`config.mk`:
```
export PLATFORM = sky130hd
export DESIGN_NAME = bkpt_match_unit
export DESIGN_NICKNAME = d
export VERILOG_FILES = /design/src/rtl/bkpt_pkg.sv /design/src/rtl/bkpt_regs.sv /design/src/rtl/bkpt_cmp.sv /design/src/rtl/bkpt_req.sv /design/src/rtl/bkpt_match_unit.sv
export SDC_FILE = /design/constraint.sdc
export NUM_CORES = 1
export LEC_CHECK = 0
export CAP_MARGIN = 20
export CORE_MARGIN = 4
export CORE_UTILIZATION = 52
export CTS_BUF_LIST = sky130_fd_sc_hd__clkbuf_4 sky130_fd_sc_hd__clkbuf_8 sky130_fd_sc_hd__clkbuf_16
export CTS_CLUSTER_SIZE = 20
export DETAILED_ROUTE_END_ITERATION = 8
export HOLD_SLACK_MARGIN = 0.1
export PLACE_DENSITY = 0.81
export SETUP_SLACK_MARGIN = 0.2
export SLEW_MARGIN = 10
export SYNTH_ARGS = -nofsm -noshare
export SYNTH_HDL_FRONTEND = slang
export SYNTH_SLANG_ARGS = --single-unit
```
`constraint.sdc`:
```
create_clock -name clk -period 2.4 [get_ports clk]
set_clock_uncertainty 0.1 [all_clocks]
set_input_delay 0.36 -clock clk [delete_from_list [all_inputs] [get_ports clk]]
set_output_delay 0.36 -clock clk [all_outputs]
set_load 0.02 [all_outputs]
```
`src/rtl/bkpt_pkg.sv`:
```
package bkpt_pkg;
  localparam int unsigned NCH = 2;

  typedef enum logic [1:0] {
    LEN_NONE  = 2'b00,
    LEN_PLUS1 = 2'b01,
    LEN_PLUS2 = 2'b10,
    LEN_RSVD  = 2'b11
  } len_cls_e;

  typedef enum logic [1:0] {
    SEL_MATCH0 = 2'd0,
    SEL_MATCH1 = 2'd1,
    SEL_ENABLE = 2'd2,
    SEL_STATUS = 2'd3
  } reg_sel_e;

  // true when the class marks the first byte of an instruction
  function automatic logic is_insn_start(input logic [1:0] cls);
    return (cls == LEN_PLUS1) || (cls == LEN_PLUS2);
  endfunction

  // amount added to the matched address before stacking
  function automatic logic [1:0] push_offset(input logic [1:0] cls);
    return (cls == LEN_PLUS2) ? 2'd2 : 2'd1;
  endfunction

  // keeps only the lowest set bit (channel 0 wins)
  function automatic logic [NCH-1:0] lowest_hit(input logic [NCH-1:0] v);
    return v & (~v + NCH'(1));
  endfunction
endpackage

```
`src/rtl/bkpt_regs.sv`:
```
module bkpt_regs
  import bkpt_pkg::*;
#(
  parameter int unsigned ADDR_W = 20
) (
  input  logic              clk,
  input  logic              rst_n,
  input  logic              wr_en,
  input  logic [1:0]        wr_sel,
  input  logic [ADDR_W-1:0] wr_data,
  input  logic [NCH-1:0]    set_vec,
  output logic [ADDR_W-1:0] match_addr [NCH],
  output logic [NCH-1:0]    en_q,
  output logic [NCH-1:0]    status_q
);
  logic [NCH-1:0] clr_vec;

  for (genvar ch = 0; ch < NCH; ch++) begin : g_match
    always_ff @(posedge clk or negedge rst_n) begin
      if (!rst_n)                           match_addr[ch] <= '0;
      else if (wr_en && wr_sel == 2'(ch))   match_addr[ch] <= wr_data;
    end
  end

  always_ff @(posedge clk or negedge rst_n) begin
    if (!rst_n)                             en_q <= '0;
    else if (wr_en && wr_sel == SEL_ENABLE) en_q <= wr_data[NCH-1:0];
  end

  assign clr_vec = (wr_en && wr_sel == SEL_STATUS) ? wr_data[NCH-1:0] : '0;

  // set has precedence over a same-cycle write-one-to-clear
  always_ff @(posedge clk or negedge rst_n) begin
    if (!rst_n) status_q <= '0;
    else        status_q <= (status_q & ~clr_vec) | set_vec;
  end
endmodule

```
`src/rtl/bkpt_cmp.sv`:
```
module bkpt_cmp #(
  parameter int unsigned ADDR_W = 20
) (
  input  logic              enable,
  input  logic              start_ok,
  input  logic [ADDR_W-1:0] ref_addr,
  input  logic [ADDR_W-1:0] dec_addr,
  output logic              hit
);
  assign hit = enable && start_ok && (dec_addr == ref_addr);
endmodule

```
`src/rtl/bkpt_req.sv`:
```
module bkpt_req
  import bkpt_pkg::*;
#(
  parameter int unsigned ADDR_W = 20
) (
  input  logic              clk,
  input  logic              rst_n,
  input  logic [NCH-1:0]    ch_hit,
  input  logic [ADDR_W-1:0] dec_addr,
  input  logic [1:0]        dec_len,
  output logic [NCH-1:0]    set_vec,
  output logic              irq_req,
  output logic [ADDR_W-1:0] push_addr
);
  logic              any_hit;
  logic [ADDR_W-1:0] push_next;

  assign any_hit   = |ch_hit;
  assign set_vec   = lowest_hit(ch_hit);
  assign push_next = dec_addr + ADDR_W'(push_offset(dec_len));

  always_ff @(posedge clk or negedge rst_n) begin
    if (!rst_n) begin
      irq_req   <= 1'b0;
      push_addr <= '0;
    end else begin
      irq_req <= any_hit;
      if (any_hit) push_addr <= push_next;
    end
  end
endmodule

```
`src/rtl/bkpt_match_unit.sv`:
```
module bkpt_match_unit
  import bkpt_pkg::*;
#(
  parameter int unsigned ADDR_W = 20
) (
  input  logic              clk,
  input  logic              rst_n,
  input  logic              wr_en,
  input  logic [1:0]        wr_sel,
  input  logic [ADDR_W-1:0] wr_data,
  input  logic              dec_valid,
  input  logic [ADDR_W-1:0] dec_addr,
  input  logic [1:0]        dec_len,
  input  logic              dec_isr_first,
  output logic              irq_req,
  output logic [ADDR_W-1:0] push_addr,
  output logic [NCH-1:0]    match_status
);
  logic [ADDR_W-1:0] match_addr [NCH];
  logic [NCH-1:0]    en_q;
  logic [NCH-1:0]    ch_hit;
  logic [NCH-1:0]    set_vec;
  logic              start_ok;

  // qualifies the decode slot once for all channels
  assign start_ok = dec_valid && is_insn_start(dec_len) && !dec_isr_first;

  bkpt_regs #(.ADDR_W(ADDR_W)) u_regs (
    .clk        (clk),
    .rst_n      (rst_n),
    .wr_en      (wr_en),
    .wr_sel     (wr_sel),
    .wr_data    (wr_data),
    .set_vec    (set_vec),
    .match_addr (match_addr),
    .en_q       (en_q),
    .status_q   (match_status)
  );

  for (genvar ch = 0; ch < NCH; ch++) begin : g_cmp
    bkpt_cmp #(.ADDR_W(ADDR_W)) u_cmp (
      .enable   (en_q[ch]),
      .start_ok (start_ok),
      .ref_addr (match_addr[ch]),
      .dec_addr (dec_addr),
      .hit      (ch_hit[ch])
    );
  end

  bkpt_req #(.ADDR_W(ADDR_W)) u_req (
    .clk       (clk),
    .rst_n     (rst_n),
    .ch_hit    (ch_hit),
    .dec_addr  (dec_addr),
    .dec_len   (dec_len),
    .set_vec   (set_vec),
    .irq_req   (irq_req),
    .push_addr (push_addr)
  );
endmodule

```
Yosys cells after proc, flatten, opt, wreduce, memory -nomap -nowiden --
Index checks and enable logic that the tools add are counted.
Storage, ports and cells: register bits 65, logic and storage cells 36
Cells by class: equality and inequality tests 7, reduce and logical (&&, ||, !) cells 14, bitwise gates (word level) 5, mux-type cells 2, add/sub/neg operators 2
Operators by type and width (number):
- == test 20 bit | 2
- adder 20 x 2 -> 20 bit | 1
- logical AND 1 bit | 10
- == test 2 bit (second input constant) | 3
- AND 2 bit | 2
- == test 2 x 1 -> 1 bit (second input constant) | 2
- two-way mux 2 bit | 2
- NOT 2 bit | 2
- adder 2 x 1 -> 2 bit (second input constant) | 1
- zero test 2 bit | 1
- bitwise OR 2 bit | 1
- OR reduction 2 bit | 1
- zero test 1 bit | 1
- logical OR 1 bit | 1

Depth between registers and ports, before layout --
word-level depth 10, gate-level depth with buffers 11, gate-level depth less buffers 11

Hierarchy --
Synthesis repeated with hierarchy kept, for this count alone.
Unflattened totals: cells, all modules 284, area total of the unflattened synthesis 3389.5 sq um
Modules (own cells, without submodules):
- bkpt_regs | times used 1, area each 1741.7 sq um, cells each 97, seq. area each 1101.1 sq um
- bkpt_req | times used 1, area each 1176.1 sq um, cells each 131, seq. area each 525.5 sq um
- bkpt_cmp | times used 2, area each 225.2 sq um, cells each 27, seq. area each 0.0 sq um
- bkpt_match_unit | times used 1, area each 21.3 sq um, cells each 2, seq. area each 0.0 sq um

Worst setup path before layout --
Ideal clock, no wire load.
kind input port to flip-flop, from input port dec_len[0], to register u_req.push_addr[10], slack 56 ps, data required time 2175 ps, path buffers 0, arrival time 2119 ps, cell stages on the path 11, cells stage by stage inv_1 ha_1 inv_1 ha_1 inv_1 fa_1 nor2b_1 and2_1 nand4_1 xnor2_1 mux2_4
Between the ends: word-level cells in the longest chain between the ends 7, elaborated cells on any way between the ends 12, classes of those cells add/sub: 1; eq/ne: 2; mux: 1; reduce/logical: 8
Ends and longest elaborated chain:
- from (decl) | line bkpt_match_unit.sv:13 | input logic [1:0] dec_len,
- branches (longest 7 deep; another with adder 20 x 2 -> 20 bit)
- to (signal assigned) | line bkpt_req.sv:28 | if (any_hit) push_addr <= push_next;
- to (decl) | line bkpt_req.sv:13 | output logic [ADDR_W-1:0] push_addr
Several ways; the timed one is not identified. A chain may end at the register's enable or synchronous reset.

Final worst setup path --
from input port dec_addr[9], to register u_req.push_addr[9]
Between the ends: word-level cells in the longest chain between the ends 3, elaborated cells on any way between the ends 6, classes of those cells add/sub: 1; eq/ne: 2; reduce/logical: 3
Ends and longest elaborated chain:
- from (decl) | line bkpt_match_unit.sv:12 | input logic [ADDR_W-1:0] dec_addr,
- branches (longest 3 deep; another with adder 20 x 2 -> 20 bit)
Several ways; the timed one is not identified.

==> results.sh <==
export IMPL_synth_most_common_cell="dfrtp_1"
export IMPL_timing_fmax_mhz=425
export IMPL_post_route_cell_area_mm2=0.00507
export IMPL_holdCritPathClass="flip-flop to flip-flop"
export IMPL_slew_viol_final=0
export IMPL_die_area_mm2=0.00812
export IMPL_slew_headroom_pct=59.6
export IMPL_synthMuxAreaShare_pct=21.9
export IMPL_yosysUniqueCellTypes=36
export IMPL_critPathMaxFanout=4
export IMPL_gp_congestion=0.902
export IMPL_intPower_w=0.00211
export IMPL_rows=29
export IMPL_cp_end_kind="flip-flop"
export IMPL_synth_top_family_by_area="multiplexers"
export IMPL_whs_path_depth=2
export IMPL_diodes=0
export IMPL_fin_cells=476
export IMPL_synth_adder_area_share_pct=1.64
export IMPL_grtUsageMet3_pct=6.68
export IMPL_peakVddDrop_uv=506
export IMPL_synthXorXnorAreaFrac_pct=14.7
export IMPL_core_area_mm2=0.00646
export IMPL_gr_usage_met1_pct=26.4
export IMPL_final_nets=448
export IMPL_arrival_ns=2.48
export IMPL_firstDrtPassIters=4
export IMPL_pwr_share_seq_pct=46.1
export IMPL_synth_simple_gate_area_share_pct=10.4
export IMPL_placed_cell_area_mm2=0.00460
export IMPL_hold_viol=0
export IMPL_grt_total_usage_pct=22.7
export IMPL_clk_pin_slew_worst_paths_ns=0.07
export IMPL_synth_seq_cells=65
export IMPL_pwr_share_comb_pct=22.2
export IMPL_htreeDepth=3
export IMPL_yosysSeqAreaShare_pct=46.4
export IMPL_synth_top_area_cell="dfrtp_1"
export IMPL_p_sw_share_pct=27.4
export IMPL_synth_compound_area_share_pct=1.46
export IMPL_drt_initial_drc_count=97
export IMPL_cts_buffers=9
export IMPL_grt_start_max_net_pins=41
export IMPL_cts_tree="built"
export IMPL_die_h_um=90.1
export IMPL_fin_crit_ns=2.35
export IMPL_post_route_period_util_pct=98.1
export IMPL_synthTopCellsByCount="65 x dfrtp_1, 48 x xnor2_1, 42 x mux2_2"
export IMPL_die_w_um=90.1
export IMPL_met2_usage_pct=39.2
export IMPL_p_clk_share_pct=31.7
export IMPL_synth_cells=270
export IMPL_outcome="finished clean"
export IMPL_setup_tns_ns=0
export IMPL_worstPathRequired_ns=2.52
export IMPL_whs_ns=0.389
export IMPL_drc=0
export IMPL_p_leak_nw=2.25
export IMPL_synth_top_cell_area_share_pct=46.4
export IMPL_worst_slew_pin_slew_ns=0.607
export IMPL_grt_pass1_wl_um=14400
export IMPL_synth_flop_cell="dfrtp_1"
export IMPL_cts_root_buf="clkbuf_8"
export IMPL_place_inst=445
export IMPL_wl_per_cell_um=19.2
export IMPL_synth_edf_count=0
export IMPL_routed_wl_um=9130
export IMPL_initial_core_util_pct=54.3
export IMPL_pin_count=72
export IMPL_antenna_found_initial=0
export IMPL_clk_path_buf_depth=2
export IMPL_vias=2577
export IMPL_synthArstFlopShare_pct=100
export IMPL_synth_area_top_cells="dfrtp_1 46%, mux2_2 13%, xnor2_1 12%"
export IMPL_rsz0062_at_grt="true"
export IMPL_p_switching_w=0.000798
export IMPL_final_antenna_net_count=0
export IMPL_synthToLayoutAreaGrowth_pct=44.8
export IMPL_synth_area_mm2=0.00350
export IMPL_layout_drive_gt1_share_pct=40.9
export IMPL_clk_latency_ns=0.34
export IMPL_final_setup_viol_count=0
export IMPL_place_hpwl_um=6330
export IMPL_n_fill_cell=398
export IMPL_synth_area_per_cell_um2=13.0
export IMPL_grt_busiest_layer="met2"
export IMPL_finalPower_w=0.00291
export IMPL_path_class="primary input to flip-flop"
export IMPL_power_density_mw_per_mm2=574
export IMPL_yosysWarnings=0
export IMPL_reg2reg_depth=8
export IMPL_portBuffers=71
export IMPL_max_cap_violations=0
export IMPL_syn_nets=323
export IMPL_clock_sinks=65
export IMPL_start_kind="primary input"
export IMPL_via_per_inst=5.41
export IMPL_grt_overflow_total=0
export IMPL_grt_pass1_vias=2884
[state kept, by name, indices dropped and copies added, names as in the netlist]
| signal | flops |
|---|---|
| u_req.irq_req | 1 |
| u_regs.status_q | 2 |
| u_req.push_addr | 20 |
| u_regs.match_addr | 40 |
| u_regs.en_q | 2 |
[critical path, cell delays in order]
cell	delay [ns]
clkdlybuf4s50_1	0.54
xnor2_2	0.13
nand4_2	0.18
nor4b_4	0.41
a22o_4	0.22
buf_12	0.11
buf_12	0.10
buf_8	0.11
mux2_4	0.30
[through the flow]
| stage | util, % | setup slack, ns |
|---|---|---|
| after CTS | 77.3 | 0.203 |
| after global placement | 71.2 | -0.317 |
| after floorplan | - | 0.213 |
| after detailed placement | 71.2 | -0.386 |
| final | 78.6 | 0.0457 |
| after global routing | 78.6 | 0.0149 |
[area by class of cell]
class                      count  area (µm²)  share of cell area [%]
clock buffer                  10         138                    2.71
timing repair buffer         128        1230                    24.2
multi-input combinational    185        1900                    37.5
inverter                       6        22.5                   0.444
sequential                    65        1630                    32.1
clock inverter                 5        56.3                    1.11
tap                           77        96.3                    1.90
[cells in the final DEF, fill, tap and decap left out, drive strengths merged]
| master | instances |
|---|---|
| dfrtp | 65 |
| mux2 | 61 |
| buf | 59 |
| clkdlybuf4s50 | 50 |
| xnor2 | 48 |
| dlygate4sd2 | 17 |
| nand4 | 13 |
| nand2 | 10 |
| clkbuf | 10 |
| xor2 | 10 |
| nand3 | 8 |
| inv | 6 |
| nor2 | 5 |
| and3 | 3 |
| and4 | 3 |
| ha | 3 |
| clkinv | 3 |
| nand3b | 2 |
| nor4 | 2 |
| nor3b | 2 |
| nor2b | 2 |
| and2 | 2 |
| and4b | 1 |
| nor4b | 1 |
| nand4b | 1 |
| a41oi | 1 |
| a31o | 1 |
| nor3 | 1 |
| o41ai | 1 |
| a22o | 1 |
| a21o | 1 |
| mux2i | 1 |
| fa | 1 |
| bufinv | 1 |
| clkinvlp | 1 |
| dlygate4sd3 | 1 |
| dlymetal6s2s | 1 |
[routing by layer]
layer | up-vias | part of all wire [%]
met5 | - | 0
met4 | 0 | 2.4
met3 | 21 | 5.1
met2 | 87 | 51
met1 | 1279 | 41
li1 | 1190 | -
[power by group through the flow]
stage | Combinational, W | Sequential (W) | Clock, W
floorplan | 0.000355 | 0.00132 | 0
detailed placement | 0.000599 | 0.00135 | 0
finish | 0.000647 | 0.00134 | 0.000921
global route | 0.000699 | 0.00136 | 0.000990
CTS | 0.000628 | 0.00134 | 0.000935
global placement | 0.000583 | 0.00134 | 0
[path summary, 6_finish.rpt]
check	endpoint	slack [ns]	startpoint
worst max-delay path	u_req.push_addr[9]	0.05	dec_addr[9]
worst min-delay path	u_regs.status_q[0]	0.39	u_regs.status_q[0]
worst max register to register	u_req.push_addr[9]	0.12	u_regs.match_addr[20]
worst min register to register	u_regs.status_q[0]	0.39	u_regs.status_q[0]
max in group asynchronous	u_req.push_addr[10]	1.13	rst_n
min in group asynchronous	u_regs.match_addr[23]	0.46	rst_n
[repair_timing]
action                                  CTS  global route
endpoints found under the hold margin    25             0
resized for setup                        43             6
pin swaps                                24             7
gates cloned                              1             0
endpoints found under the setup margin   20            12
buffers inserted                          9             5
hold buffers                              1             0
[cell families after synthesis]
family / Yosys count
AO/OA/AOI/OAI: 5
XOR/XNOR: 58
buffers and inverters: 20
adder cells (fa/ha/maj): 4
flip-flops: 65
AND/OR/NAND/NOR: 56
multiplexers: 62
Power figures use the tool's default switching activity.
